`src/rtl/rx_align_pkg.sv`:
```
package rx_align_pkg;

  localparam int PAD_W = 3;

  typedef enum logic [1:0] {
    FR_IDLE = 2'd0,
    FR_DATA = 2'd1,
    FR_PAD  = 2'd2
  } frame_state_e;

  function automatic logic [PAD_W-1:0] align_mask(input logic [1:0] code);
    case (code)
      2'b01:   return PAD_W'(3);
      2'b10:   return PAD_W'(7);
      default: return '0;
    endcase
  endfunction

endpackage

```
`src/rtl/rx_cfg_regs.sv`:
```
module rx_cfg_regs #(
  parameter int CNT_W = 12,
  localparam int CFG_W = CNT_W + 3
) (
  input  logic             clk,
  input  logic             rst_n,
  input  logic             cfg_wr,
  input  logic [CFG_W-1:0] cfg_wdata,
  output logic [1:0]       align_q,
  output logic             flush_q,
  output logic             cnt_ld,
  output logic [CNT_W-1:0] cnt_ld_val
);

  logic [1:0] align_d;
  logic       flush_d;

  always_comb begin
    align_d = align_q;
    if (cfg_wr) align_d = cfg_wdata[CNT_W+2:CNT_W+1];
    flush_d = cfg_wr & cfg_wdata[CNT_W];
  end

  always_ff @(posedge clk or negedge rst_n) begin
    if (!rst_n) begin
      align_q <= '0;
      flush_q <= 1'b0;
    end else begin
      align_q <= align_d;
      flush_q <= flush_d;
    end
  end

  assign cnt_ld     = cfg_wr;
  assign cnt_ld_val = cfg_wdata[CNT_W-1:0];

  p_flush_after_write_r8: assert property (@(posedge clk) disable iff (!rst_n)
    (cfg_wr && cfg_wdata[CNT_W]) |=> flush_q);

  p_flush_single_r8: assert property (@(posedge clk) disable iff (!rst_n)
    (flush_q && !$past(cfg_wr && cfg_wdata[CNT_W], 2)) |=> !flush_q);

endmodule

```
`src/rtl/rx_dma_counter.sv`:
```
module rx_dma_counter #(
  parameter int CNT_W = 12
) (
  input  logic             clk,
  input  logic             rst_n,
  input  logic             ld,
  input  logic [CNT_W-1:0] ld_val,
  input  logic             word_rd,
  input  logic             irq_ack,
  output logic [CNT_W-1:0] cnt_q,
  output logic             irq_q
);

  logic [CNT_W-1:0] cnt_d;
  logic             irq_d;
  logic             hit_zero;

  always_comb begin
    cnt_d    = cnt_q;
    hit_zero = 1'b0;
    if (ld) begin
      cnt_d = ld_val;
    end else if (word_rd && (cnt_q != '0)) begin
      cnt_d    = cnt_q - 1'b1;
      hit_zero = (cnt_q == CNT_W'(1));
    end
    irq_d = irq_q;
    if (irq_ack)  irq_d = 1'b0;
    if (hit_zero) irq_d = 1'b1;
  end

  always_ff @(posedge clk or negedge rst_n) begin
    if (!rst_n) begin
      cnt_q <= '0;
      irq_q <= 1'b0;
    end else begin
      cnt_q <= cnt_d;
      irq_q <= irq_d;
    end
  end

  p_dec_one_r5: assert property (@(posedge clk) disable iff (!rst_n)
    (word_rd && !ld && (cnt_q != '0)) |=> (cnt_q == $past(cnt_q) - 1'b1));

  p_no_dec_at_zero_r5: assert property (@(posedge clk) disable iff (!rst_n)
    (!ld && (cnt_q == '0)) |=> (cnt_q == '0));

  p_irq_zero_r7: assert property (@(posedge clk) disable iff (!rst_n)
    $rose(irq_q) |-> (cnt_q == '0));

  p_irq_hold_r7: assert property (@(posedge clk) disable iff (!rst_n)
    (irq_q && !irq_ack) |=> irq_q);

endmodule

```
`src/rtl/rx_pad_framer.sv`:
```
module rx_pad_framer
  import rx_align_pkg::*;
#(
  parameter int DATA_W = 32,
  parameter int LEN_W  = 12
) (
  input  logic              clk,
  input  logic              rst_n,
  input  logic              flush,
  input  logic [1:0]        align_cfg,
  input  logic              fifo_valid,
  input  logic [DATA_W-1:0] fifo_rdata,
  input  logic [LEN_W-1:0]  pkt_len,
  input  logic              host_rd,
  output logic              fifo_pop,
  output logic              host_valid,
  output logic [DATA_W-1:0] host_rdata,
  output logic              word_rd
);

  frame_state_e     state_q, state_d;
  logic [LEN_W-1:0] rem_q, rem_d;
  logic [PAD_W-1:0] pos_q, pos_d;
  logic [PAD_W-1:0] pad_q, pad_d;
  logic [PAD_W-1:0] mask_q, mask_d;
  logic [PAD_W-1:0] fill_need;

  assign fill_need = (~pos_q) & mask_q;

  always_comb begin
    state_d    = state_q;
    rem_d      = rem_q;
    pos_d      = pos_q;
    pad_d      = pad_q;
    mask_d     = mask_q;
    host_valid = 1'b0;
    fifo_pop   = 1'b0;
    unique case (state_q)
      FR_IDLE: begin
        if (fifo_valid) begin
          rem_d   = pkt_len;
          pos_d   = '0;
          mask_d  = align_mask(align_cfg);
          state_d = FR_DATA;
        end
      end
      FR_DATA: begin
        host_valid = fifo_valid;
        if (host_rd && fifo_valid) begin
          fifo_pop = 1'b1;
          pos_d    = pos_q + 1'b1;
          rem_d    = rem_q - 1'b1;
          if (rem_q == LEN_W'(1)) begin
            pad_d   = fill_need;
            state_d = (fill_need == '0) ? FR_IDLE : FR_PAD;
          end
        end
      end
      FR_PAD: begin
        host_valid = 1'b1;
        if (host_rd) begin
          pad_d = pad_q - 1'b1;
          if (pad_q == PAD_W'(1)) state_d = FR_IDLE;
        end
      end
      default: state_d = FR_IDLE;
    endcase
    if (flush) begin
      state_d    = FR_IDLE;
      pad_d      = '0;
      host_valid = 1'b0;
      fifo_pop   = 1'b0;
    end
  end

  always_ff @(posedge clk or negedge rst_n) begin
    if (!rst_n) begin
      state_q <= FR_IDLE;
      rem_q   <= '0;
      pos_q   <= '0;
      pad_q   <= '0;
      mask_q  <= '0;
    end else begin
      state_q <= state_d;
      rem_q   <= rem_d;
      pos_q   <= pos_d;
      pad_q   <= pad_d;
      mask_q  <= mask_d;
    end
  end

  assign word_rd    = host_rd & host_valid;
  assign host_rdata = (state_q == FR_DATA) ? fifo_rdata : '0;

  p_len_nonzero_r1: assert property (@(posedge clk) disable iff (!rst_n)
    (state_q == FR_IDLE && fifo_valid && !flush) |-> (pkt_len != '0));

  p_align_hold_r4: assert property (@(posedge clk) disable iff (!rst_n)
    (state_q != FR_IDLE) |=> $stable(mask_q));

  p_flush_idle_r9: assert property (@(posedge clk) disable iff (!rst_n)
    flush |=> (state_q == FR_IDLE));

  p_pad_bound_r2: assert property (@(posedge clk) disable iff (!rst_n)
    (state_q == FR_PAD) |-> ((pad_q != '0) && (pad_q <= mask_q)));

endmodule

```
`src/rtl/rx_align_ctrl.sv`:
```
module rx_align_ctrl #(
  parameter int DATA_W = 32,
  parameter int CNT_W  = 12,
  parameter int LEN_W  = 12,
  localparam int CFG_W = CNT_W + 3
) (
  input  logic              clk,
  input  logic              rst_n,
  input  logic              cfg_wr,
  input  logic [CFG_W-1:0]  cfg_wdata,
  output logic [CFG_W-1:0]  cfg_rdata,
  input  logic              fifo_valid,
  input  logic [DATA_W-1:0] fifo_rdata,
  input  logic [LEN_W-1:0]  pkt_len,
  output logic              fifo_pop,
  output logic              fifo_flush,
  input  logic              host_rd,
  output logic [DATA_W-1:0] host_rdata,
  output logic              host_valid,
  input  logic              irq_ack,
  output logic              dma_irq
);

  logic [1:0]       rst_sync_q;
  logic             rst_sync_n;
  logic [1:0]       align_q;
  logic             flush_q;
  logic             cnt_ld;
  logic [CNT_W-1:0] cnt_ld_val;
  logic [CNT_W-1:0] cnt_q;
  logic             word_rd;

  always_ff @(posedge clk or negedge rst_n) begin
    if (!rst_n) rst_sync_q <= '0;
    else        rst_sync_q <= {rst_sync_q[0], 1'b1};
  end
  assign rst_sync_n = rst_sync_q[1];

  rx_cfg_regs #(.CNT_W(CNT_W)) u_cfg (
    .clk        (clk),
    .rst_n      (rst_sync_n),
    .cfg_wr     (cfg_wr),
    .cfg_wdata  (cfg_wdata),
    .align_q    (align_q),
    .flush_q    (flush_q),
    .cnt_ld     (cnt_ld),
    .cnt_ld_val (cnt_ld_val)
  );

  rx_pad_framer #(.DATA_W(DATA_W), .LEN_W(LEN_W)) u_framer (
    .clk        (clk),
    .rst_n      (rst_sync_n),
    .flush      (flush_q),
    .align_cfg  (align_q),
    .fifo_valid (fifo_valid),
    .fifo_rdata (fifo_rdata),
    .pkt_len    (pkt_len),
    .host_rd    (host_rd),
    .fifo_pop   (fifo_pop),
    .host_valid (host_valid),
    .host_rdata (host_rdata),
    .word_rd    (word_rd)
  );

  rx_dma_counter #(.CNT_W(CNT_W)) u_count (
    .clk     (clk),
    .rst_n   (rst_sync_n),
    .ld      (cnt_ld),
    .ld_val  (cnt_ld_val),
    .word_rd (word_rd),
    .irq_ack (irq_ack),
    .cnt_q   (cnt_q),
    .irq_q   (dma_irq)
  );

  assign fifo_flush = flush_q;
  assign cfg_rdata  = {align_q, 1'b0, cnt_q};

endmodule

```
`config.mk`:
```
export PLATFORM = sky130hd
export DESIGN_NAME = rx_align_ctrl
export DESIGN_NICKNAME = d
export VERILOG_FILES = /design/src/rtl/rx_align_pkg.sv /design/src/rtl/rx_cfg_regs.sv /design/src/rtl/rx_dma_counter.sv /design/src/rtl/rx_pad_framer.sv /design/src/rtl/rx_align_ctrl.sv
export SDC_FILE = /design/constraint.sdc
export NUM_CORES = 1
export LEC_CHECK = 0
export ABC_AREA = 1
export ABC_CLOCK_PERIOD_IN_PS = 4350
export BUFFER_PORTS_ARGS = -buffer_cell sky130_fd_sc_hd__buf_2
export CORE_UTILIZATION = 45
export CTS_CLUSTER_DIAMETER = 120
export DETAILED_ROUTE_END_ITERATION = 8
export GPL_TIMING_DRIVEN = 0
export PLACE_DENSITY = 0.74
export SKIP_LAST_GASP = 1
export SLEW_MARGIN = 20
export SYNTH_ARGS = -nofsm -noshare
export SYNTH_HDL_FRONTEND = slang
export SYNTH_HIERARCHICAL = 1
export SYNTH_SLANG_ARGS = --single-unit
```
`constraint.sdc`:
```
create_clock -name clk -period 4.35 [get_ports clk]
set_input_delay 0.87 -clock clk [delete_from_list [all_inputs] [get_ports clk]]
set_output_delay 0.87 -clock clk [all_outputs]
set_load 0.005 [all_outputs]
```
==> metrics.md, run 1 <==
| Metric | Value |
|---|---|
| Status | `complete, no violations` |
| Mapped cell area | `3170 um2` |
| Most used DFF post-synth | `dfrtp_1` |
| Area of the die | `7390 um2` |
| Slew headroom | `64.2%` |
| Setup violations, final | `0` |
| Avg Cell Area, Syn | `6.43 um2` |
| Max_cap viols | `0` |
| Layout fillers | `660` |
| Fin. max-slew vios | `0` |
| Core area | `6790 um2` |
| Commonest cells in the netlist | `nand2_1 (169), inv_1 (86), dfrtp_1 (40)` |
| Final period util | `60.4%` |
| Die X | `85.9 um` |
| Worst-case vdd ir drop | `0.000207 V` |
| Synth Register Bits | `40` |
| Sequential share of the synthesized area | `31.6%` |
| Asr flop ratio synth | `100%` |
| Via/cell ratio | `4.79` |
| P&R area growth vs syn | `25.6%` |
| Routed wl met2 | `4160 um` |
| Largest buffer count on any clock path | `2` |
| Power per cell area | `569 nW/um2` |
| Total GRT Usage | `22.3%` |
| Top cell type's share of synthesized area | `31.6%` |
| Crit path DAT | `1.76 ns` |
| Wire length of the first global-routing pass | `13200 um` |
| TritonRoute pass-1 iters | `4` |
| Met1 Wirelength | `3280 um` |
| Post-synth EDFFs | `0` |
| Total power | `0.00227 W` |
| Reg2Reg Depth | `11` |
| Gr ovfl total | `0` |
| Vias in the first global route | `3084` |
| Final net count | `681` |
| Worst-path maximum fanout | `10` |
| Startpoint types | `flip-flop` |
| Crit path cell chain | `inv_1 > ha_1 > buf_6 > buf_4 > buf_2 > nand2_1 > inv_1 > buf_2` |
| Vias | `3356` |
| Clock-pin slew on the worst setup and hold paths | `0.08 ns` |
| Routed Antenna Nets | `0` |
| Most frequent cell after synthesis | `nand2_1` |
| First DRT Iteration DRCs | `172` |
| Post-layout min period | `2.63 ns` |
| Clk sinks | `40` |
| WP depth | `8` |
| Leak | `2.49 nW` |
| Initial antenna violation count | `0` |
| Share of cells above drive strength 1 | `29.0%` |
| Number of distinct library cells after synthesis | `32` |
| Slowest CP cell | `dfrtp_1` |
| Top delay family on crit path | `buffers and inverters` |
| Reg-to-Reg End | `u_count/cnt_q[4]` |
| Cells after Synth | `493` |
| Final hold vios | `0` |
| Clk root buf | `clkbuf_8` |
| CTS tree | `yes` |
| Count of yosys warnings during synthesis | `6` |
| WL met3 | `515 um` |
| Routed WL per cell | `11.6 um` |
| Maximum clock rate | `381 MHz` |
| Worst Setup SP | `u_framer/state_q[1]` |
| RD Place Congestion | `0.846` |
| RSZ-0062 raised after global routing | `false` |
| Initial Util | `46.7%` |
| Worst Setup Path Type | `flip-flop to primary output` |
| Synth area leader | `dfrtp_1` |
| Reg2reg setup slack | `2.19 ns` |
| # rows | `30` |
| Hold Path Class | `flip-flop to async pin` |
| Detailed Place HPWL | `6270 um` |
| Mapped Nets | `571` |
| Num CTS Buffers | `5` |
| Drt total wl | `8090 um` |
| Max H-tree Level | `2` |
| Top cells by area, synth | `dfrtp_1 (32%), nand2_1 (20%), inv_1 (10%), nand3_1 (5.5%), ha_1 (5.1%)` |
| Reg2reg start | `u_framer/state_q[1]` |
| Largest net degree at the start of global routing | `31` |
| Post-CTS sizing | `0` |
| Worst slew pin tran | `0.532 ns` |
| Antenna Cells | `0` |
| CP endpoint kind | `primary output` |
| Final setup TNS | `0 ns` |
| Residual DRC | `0` |
| CTS Hold Bufs | `0` |
| IO buf count | `102` |
| Top sig layer | `met4` |
| Worst Path Buf+Inv | `6` |
| Die Height | `85.9 um` |
| Post-Route Skew | `0.00644 ns` |
| Postcts setup bufs | `0` |
| CP Data Required Time | `3.48 ns` |
| CP peak stage delay | `0.41 ns` |
| Clk_lat worst skew | `0.30 ns` |
| IO Count | `116` |
## kinds of logic after synthesis
logic type / after synthesis / share of synthesized area (%)
flops: 40 / 31.6
simple gates: 274 / 37.2
buf+inv: 120 / 17.1
fa+ha+maj: 13 / 5.13
other cells: 2 / 0.237
compound gates: 41 / 7.93
xor+xnor: 3 / 0.829
## metal layers
| layer | vias up | track usage [%] |
|---|---|---|
| met5 | - | 0 |
| met4 | 0 | 7.12 |
| met3 | 10 | 4.04 |
| met2 | 129 | 44.2 |
| met1 | 1525 | 23.5 |
| li1 | 1692 | - |
## layout make-up
class	count	area, um2	area share (%)
Buffer	25	180	4.53
Clock inverter	3	90.1	2.26
Inverter	95	363	9.11
Sequential cell	40	1000	25.2
Tap cell	96	120	3.02
Clock buffer	5	68.8	1.73
Timing Repair Buffer	103	531	13.3
Multi-Input combinational cell	333	1630	40.9
## report_power, final
part	total [W]	switching, W	internal, W
Sequential	0.000599	0.000110	0.000490
Clock	0.000432	0.000144	0.000287
Combinational	0.00124	0.000759	0.000477
Total	0.00227	0.00101	0.00125
## metrics by stage
| stage | util [%] | instance area, um2 | instances | hold WS [ns] | setup slack (ns) |
|---|---|---|---|---|---|
| after CTS | 58.6 | 3980 | 700 | 0.140 | 1.70 |
| final | 58.6 | 3980 | 700 | 0.130 | 1.72 |
| after global routing | 58.6 | 3980 | 700 | 0.153 | 1.60 |
| after global placement | 55.9 | 3800 | 691 | 0.335 | 1.98 |
| after floorplan | - | 3170 | 493 | 0.331 | 2.28 |
| after detailed placement | 56.3 | 3820 | 692 | 0.130 | 1.92 |
## state kept, by name, summed over array words and instances (netlist names), 2 cells and up
name	cells
rst_sync_q	2
u_cfg/align_q	2
u_count/cnt_q	12
u_framer/mask_q	2
u_framer/pad_q	3
u_framer/pos_q	3
u_framer/rem_q	12
u_framer/state_q	2
## how the worst max path moves through the flow
| stage | slack (ns) | end |
|---|---|---|
| 2_1_floorplan | 2.28 | host_valid |
| 3_3_place_gp | 1.98 | host_valid |
| 3_5_place_dp | 1.92 | host_valid |
| 4_1_cts | 1.70 | host_rdata[29] |
| 5_1_grt | 1.60 | host_rdata[29] |
| 6_report | 1.72 | host_rdata[29] |
## layout by cell type, fill, tap and decap left out
cell type and instances:
a21oi_1 7, a21oi_2 2, buf_12 1, buf_2 108, buf_4 15, buf_6 3, bufinv_16 3, clkbuf_1 1
clkbuf_8 5, clkinv_2 1, conb_1 2, dfrtp_1 39, dfrtp_2 1, ha_1 13, inv_1 86, inv_2 6
inv_4 2, nand2_1 169, nand2_2 7, nand2_4 2, nand3_1 35, nand3_2 3, nand4_1 6, nor2_1 38
nor2_2 3, nor2_4 2, nor3_1 4, nor4_1 1, o21ai_0 16, o21ai_1 8, o21ai_2 6, o22ai_1 1
o22ai_4 1, or2_2 4, xnor2_1 1, xor2_1 2
Note: power is estimated with default switching activity, not from simulation.
==> run 2, diff against run 1 <==
--- a/config.mk
+++ b/config.mk
@@ -5,14 +5,14 @@
 export SDC_FILE = /design/constraint.sdc
 export NUM_CORES = 1
 export LEC_CHECK = 0
-export ABC_AREA = 1
-export ABC_CLOCK_PERIOD_IN_PS = 4350
+export ABC_AREA = 0
+export ABC_CLOCK_PERIOD_IN_PS = 2200
 export BUFFER_PORTS_ARGS = -buffer_cell sky130_fd_sc_hd__buf_2
-export CORE_UTILIZATION = 45
+export CORE_UTILIZATION = 44
 export CTS_CLUSTER_DIAMETER = 120
 export DETAILED_ROUTE_END_ITERATION = 8
 export GPL_TIMING_DRIVEN = 0
-export PLACE_DENSITY = 0.74
+export PLACE_DENSITY = 0.77
 export SKIP_LAST_GASP = 1
 export SLEW_MARGIN = 20
 export SYNTH_ARGS = -nofsm -noshare
==> constraint.sdc (replaced) <==
create_clock -name clk -period 2.2 [get_ports clk]
set_input_delay 0.44 -clock clk [delete_from_list [all_inputs] [get_ports clk]]
set_output_delay 0.44 -clock clk [all_outputs]
set_load 0.005 [all_outputs]
==> run 2 against run 1 <==
The run now ends with negative setup slack left. Wire length shrank 4.0%. Final area is 0.88% lower. Non-clock buffer count up 21. Setup slack worse by 2.2 ns. Power increased by 76%. Sequential power increased by 110%. Clock power increased by 65%. Via count down 12%. Cell count down 24%. Sequential share of layout area up 0.22 points.
==> metrics.md, run 2 <==
| Metric | Value |
|---|---|
| Clk sinks | `40` |
| IO Count | `116` |
| Synth area leader | `dfrtp_1` |
| # rows | `29` |
| Synth Register Bits | `40` |
| Worst-case vdd ir drop | `0.000719 V` |
| Commonest cells in the netlist | `dfrtp_1 (40), and2_1 (33), nand2_1 (26)` |
| Wire length of the first global-routing pass | `12900 um` |
| Vias | `2946` |
| Switching power summed over all nets | `0.00156 W` |
| Register share of total power | `31.8%` |
| Routed WL per cell | `14.5 um` |
| Slew headroom | `46.4%` |
| Status | `finished with violations` |
| Die Height | `83.0 um` |
| Most frequent cell after synthesis | `dfrtp_1` |
| Avg Cell Area, Syn | `8.72 um2` |
| Clk root buf | `clkbuf_8` |
| Comb power frac | `50.3%` |
| Max H-tree Level | `2` |
| Internal power | `0.00243 W` |
| Drt total wl | `7770 um` |
| Max_cap viols | `0` |
| Via/cell ratio | `5.52` |
| Total GRT Usage | `22.9%` |
| Detailed Place HPWL | `5680 um` |
| Top cells by area, synth | `dfrtp_1 (35%), and2_1 (7.2%), ha_1 (5.6%), buf_4 (3.6%), nand2_1 (3.4%)` |
| Setup violations, final | `7` |
| Multi-input gate area | `1780 um2` |
| CP endpoint kind | `flip-flop` |
| Leak | `1.87 nW` |
| Worst Setup Path Type | `flip-flop to flip-flop` |
| Largest net degree at the start of global routing | `29` |
| Most used DFF post-synth | `dfrtp_1` |
| Fin. max-slew vios | `0` |
| Hold Path Class | `flip-flop to async pin` |
| Post-layout min period | `2.69 ns` |
| Min setup slack post-route | `-0.487 ns` |
| CTS tree | `yes` |
| Mapped cell area | `2890 um2` |
| First DRT Iteration DRCs | `204` |
| Number of distinct library cells after synthesis | `60` |
| Layout Cells excl Fill | `534` |
| Num CTS Buffers | `5` |
| Count of yosys warnings during synthesis | `6` |
| P&R area growth vs syn | `36.7%` |
| RSZ-0062 raised after global routing | `true` |
| Clock-pin slew on the worst setup and hold paths | `0.08 ns` |
| Die X | `83.0 um` |
| Failing checks | `negative setup slack` |
| Top cell type's share of synthesized area | `34.7%` |
| Post-Route Skew | `0.00693 ns` |
| Initial Util | `45.5%` |
| Startpoint types | `flip-flop` |
| Final hold vios | `0` |
| IO buf count | `102` |
| Initial antenna violation count | `0` |
| Cells after DPL | `511` |
| Crit path DAT | `2.90 ns` |
| Antenna Cells | `0` |
| Met1 Wirelength | `3200 um` |
| Cells after Synth | `331` |
| Biggest regs | `u_count/cnt_q x12, u_framer/rem_q x12` |
| Largest buffer count on any clock path | `2` |
| Vias in the first global route | `2810` |
| Mapped Nets | `409` |
| Worst slew pin tran | `0.797 ns` |
| CP Data Required Time | `2.42 ns` |
| Sequential share of the synthesized area | `34.7%` |
| RD Place Congestion | `0.920` |
| Core area | `6350 um2` |
| Post-synth EDFFs | `0` |
| Worst-path maximum fanout | `4` |
| Register area | `1000 um2` |
| Gr ovfl total | `0` |
| TritonRoute pass-1 iters | `4` |
| Total power | `0.00399 W` |
| WL met3 | `450 um` |
| Clk_lat worst skew | `0.29 ns` |
| Reg2reg setup slack | `-0.49 ns` |
| Asr flop ratio synth | `100%` |
| Leading cell types in the layout, fill and taps excluded | `buf_2 (103), dfrtp_1 (39), and2_1 (32)` |
| Final net count | `534` |
| Routed wl met2 | `3990 um` |
| Clock Power Share | `17.9%` |
| Area of the die | `6890 um2` |
| Most common cell after layout, fill and taps aside | `buf_2` |
| Share of cells above drive strength 1 | `40.5%` |
| Final period util | `122%` |
| Residual DRC | `0` |
| Top sig layer | `met4` |
| Power per cell area | `1010 nW/um2` |
| Maximum clock rate | `372 MHz` |
| Layout fillers | `552` |
| Routed Antenna Nets | `0` |
| Sw frac | `39.1%` |
==> run 2: metrics by stage <==
step                      util [%]  setup TNS [ns]  worst slack, ns  hold WS (ns)  cell area, um2
final                         62.1           -2.02           -0.487         0.150            3950
after detailed placement      56.1           -4.50           -0.843         0.159            3560
after floorplan                  -           -2.36           -0.618         0.144            2930
after global routing          62.1           -3.10           -0.601         0.173            3950
after global placement        55.8           -4.01           -0.815         0.225            3540
after CTS                     60.3           -1.92           -0.510         0.167            3830
==> run 2: final cells by class <==
type | instances | area share, %
multi-input combinational | 246 | 45.2
sequential | 40 | 25.4
timing repair buffer | 122 | 17.4
buffer | 27 | 4.88
tap | 77 | 2.44
clock buffer | 6 | 1.84
clock inverter | 2 | 1.52
inverter | 14 | 1.33
==> run 2: kinds of logic (layout without fill, tap and decap cells) <==
| logic type | after synthesis | in the layout | share of synthesized area (%) |
|---|---|---|---|
| other | 2 | 2 | 0.260 |
| XOR/XNOR | 3 | 3 | 0.910 |
| AO/OA/AOI/OAI | 75 | 75 | 16.5 |
| AND/OR/NAND/NOR | 138 | 138 | 28.7 |
| adder cells (fa/ha/maj) | 13 | 13 | 5.64 |
| flip-flops | 40 | 40 | 34.7 |
| buffers and inverters | 45 | 171 | 7.85 |
| multiplexers | 15 | 15 | 5.46 |
==> run 2: final timing paths <==
path                                     start           endpoint  cells after the start
max in group asynchronous        rst_sync_q[1]      u_cfg/flush_q                      1
hold / removal                   rst_sync_q[1]  u_framer/rem_q[3]                      0
min in group clk                       irq_ack      u_count/irq_q                      2
hold reg to reg                  rst_sync_q[1]  u_framer/rem_q[3]                      0
setup / recovery           u_framer/state_q[1]  u_count/cnt_q[11]                      9
setup reg to reg           u_framer/state_q[1]  u_count/cnt_q[11]                      9
==> run 2: worst max-delay path, cell delays in order, from the launching register on <==
cell	delay [ns]
dfrtp_1	0.42
inv_2	0.11
ha_4	0.15
a21oi_2	0.05
nor3b_2	0.21
and2_4	0.18
or4b_4	0.49
or4_4	0.44
or4_1	0.40
a31oi_1	0.16
==> run 2: power groups by stage <==
stage	clock, W	sequential, W	combinational (W)
2_1_floorplan	0	0.00121	0.00128
3_3_place_gp	0	0.00127	0.00173
3_5_place_dp	0	0.00128	0.00181
4_1_cts	0.000735	0.00126	0.00196
5_1_grt	0.000765	0.00132	0.00225
6_report	0.000714	0.00127	0.00201
==> run 2: layer usage <==
layer  up-vias  global-route usage, %
met3        10                   3.78
met2       129                   41.6
met1      1386                   26.9
li1       1421                      -
met5         -                      0
met4         0                   8.62
==> run 2: timing repair <==
action,4_1_cts,5_1_grt
setup buffers,10,8
resized for setup,16,31
endpoints found under the setup margin,17,37
endpoints found under the hold margin,2,0
hold buffers,1,0
pin swaps,6,8
==> run 3, diff against run 2 <==
--- a/config.mk
+++ b/config.mk
@@ -8,7 +8,9 @@
 export ABC_AREA = 0
 export ABC_CLOCK_PERIOD_IN_PS = 2200
 export BUFFER_PORTS_ARGS = -buffer_cell sky130_fd_sc_hd__buf_2
-export CORE_UTILIZATION = 44
+export CELL_PAD_IN_SITES_DETAIL_PLACEMENT = 0
+export CELL_PAD_IN_SITES_GLOBAL_PLACEMENT = 2
+export CORE_UTILIZATION = 25
 export CTS_CLUSTER_DIAMETER = 120
 export DETAILED_ROUTE_END_ITERATION = 8
 export GPL_TIMING_DRIVEN = 0
==> run 3 against run 2 <==
The run still ends with negative setup slack left. Sequential share of layout area hardly changed. Die area is 74% higher. Critical path depth stayed put. Combinational power is 2% lower. Via count is 3.3% lower. Maximum frequency is 0.83% higher. Flip-flop and latch count stayed put.
==> metrics.md, run 3 (same netlist as run 2, synthesis figures left out) <==
| Metric | Value |
|---|---|
| Status | `finished with violations` |
| Failing checks | `negative setup slack` |
| Clock-pin slew on the worst setup and hold paths | `0.06 ns` |
| First DRT Iteration DRCs | `83` |
| Drt total wl | `8080 um` |
| Wire length of the first global-routing pass | `12800 um` |
| IO Count | `116` |
| Post-layout min period | `2.66 ns` |
| Setup violations, final | `8` |
| Min setup slack post-route | `-0.465 ns` |
| IO buf count | `102` |
| Comb power frac | `48.4%` |
| Register area | `1000 um2` |
| Total power | `0.00404 W` |
| Via/cell ratio | `4.80` |
| Routed Antenna Nets | `0` |
| Sw frac | `38.9%` |
| Die X | `109 um` |
| Biggest regs | `u_count/cnt_q x12, u_framer/rem_q x12` |
| Internal power | `0.00247 W` |
| Gr ovfl total | `0` |
| Multi-input gate area | `1720 um2` |
| Startpoint types | `flip-flop` |
| Placed inst area | `3640 um2` |
| Switching power summed over all nets | `0.00157 W` |
| Final Cell Area | `3940 um2` |
| Met3 Use GR | `2.55%` |
| RSZ-0062 raised after global routing | `true` |
| # rows | `38` |
| CP endpoint kind | `flip-flop` |
| Crit path DAT | `2.87 ns` |
| Worst Setup Path Type | `flip-flop to flip-flop` |
| Hold Path Class | `flip-flop to async pin` |
| CTS tree | `yes` |
| Total GRT Usage | `13.8%` |
| Clk root buf | `clkbuf_16` |
| RD Place Congestion | `0.758` |
| Most common cell after layout, fill and taps aside | `buf_2` |
| Reg2Reg Depth | `9` |
| Met1 Track Usage GR | `16.2%` |
| CP Data Required Time | `2.40 ns` |
| GRT Max-Usage Layer | `met2` |
| Final period util | `121%` |
| Antenna Cells | `0` |
| Slew headroom | `51.2%` |
| Largest buffer count on any clock path | `2` |
| Leak | `1.83 nW` |
| Fin. max-slew vios | `0` |
| Layout fillers | `1173` |
| Share of cells above drive strength 1 | `38.9%` |
| Leading cell types in the layout, fill and taps excluded | `buf_2 (103), dfrtp_1 (39), and2_1 (32)` |
| Num CTS Buffers | `5` |
| Worst-case vdd ir drop | `0.000461 V` |
| Detailed Place HPWL | `6190 um` |
| Die Height | `109 um` |
| Clk_lat worst skew | `0.28 ns` |
| Vias in the first global route | `2659` |
| Area of the die | `12000 um2` |
| Clock Power Share | `20.5%` |
| Worst slew pin tran | `0.725 ns` |
| Routed WL per cell | `13.6 um` |
| Post-Route Skew | `0.00277 ns` |
| Register share of total power | `31.2%` |
| Core area | `11000 um2` |
| Vias | `2849` |
| Clk sinks | `40` |
| Initial antenna violation count | `0` |
| Power per cell area | `1030 nW/um2` |
| Final net count | `530` |
| Max H-tree Level | `2` |
| Residual DRC | `0` |
| TritonRoute pass-1 iters | `4` |
| Largest net degree at the start of global routing | `29` |
| Global-route met2 utilization | `26.4%` |
| Max_cap viols | `0` |
| Final hold vios | `0` |
| P&R area growth vs syn | `36.5%` |
| Worst-path maximum fanout | `4` |
| Maximum clock rate | `375 MHz` |
| Initial Util | `26.2%` |
[run 3: worst max-delay path: stages (launching register included)]
cell and delay [ns]:
dfrtp_1 0.40, inv_2 0.10, ha_4 0.16, a21oi_2 0.04, nor3b_2 0.22, and2_4 0.18
or4b_4 0.48, or4_4 0.44, or4_1 0.40, a31oi_1 0.16
[run 3: final timing paths]
path                       slack [ns]                 to                start
setup / recovery                -0.46  u_count/cnt_q[11]  u_framer/state_q[0]
hold / removal                   0.15   u_count/cnt_q[5]        rst_sync_q[1]
setup reg to reg                -0.46  u_count/cnt_q[11]  u_framer/state_q[0]
hold reg to reg                  0.15   u_count/cnt_q[5]        rst_sync_q[1]
max in group asynchronous        1.61   u_cfg/align_q[0]        rst_sync_q[1]
min in group clk                 0.35      u_count/irq_q              irq_ack
[run 3: final cells by class]
class | count | share of cell area, %
tap | 140 | 4.44
inverter | 14 | 1.33
clock inverter | 2 | 0.889
timing repair buffer | 119 | 16.7
buffer | 26 | 4.41
multi-input combinational | 246 | 43.6
sequential | 40 | 25.4
clock buffer | 6 | 3.27
[run 3: repair_timing]
action / in CTS / in global routing
gates resized for setup: 14 / 11
hold buffers: 1 / 0
pin swaps: 4 / 4
endpoints found under the hold margin: 2 / 0
buffers inserted: 10 / 6
endpoints found under the setup margin: 15 / 52
[run 3: stage by stage]
step                      setup WS, ns  setup TNS (ns)  util (%)  hold slack [ns]  instances
after detailed placement        -0.876           -4.53      33.0            0.155        574
final                           -0.465           -2.02      35.7            0.147        593
after global placement          -0.818           -4.17      32.8            0.225        573
after floorplan                 -0.618           -2.36         -            0.144        331
after CTS                       -0.539           -2.48      35.6            0.159        591
after global routing            -0.573           -3.32      35.7            0.182        593
[run 3: power groups by stage]
stage / logic (W) / registers (W) / clock network, W
after floorplan: 0.00128 / 0.00121 / 0
after global placement: 0.00180 / 0.00128 / 0
after detailed placement: 0.00184 / 0.00128 / 0
after CTS: 0.00199 / 0.00126 / 0.000861
after global routing: 0.00224 / 0.00131 / 0.000891
final: 0.00196 / 0.00126 / 0.000828
[run 3: metal layers]
layer  routed length [um]  share of wire [%]
met1                 3440                 43
met2                 4010                 50
met3                  574                7.1
met4                   44               0.54
met5                    0                  0
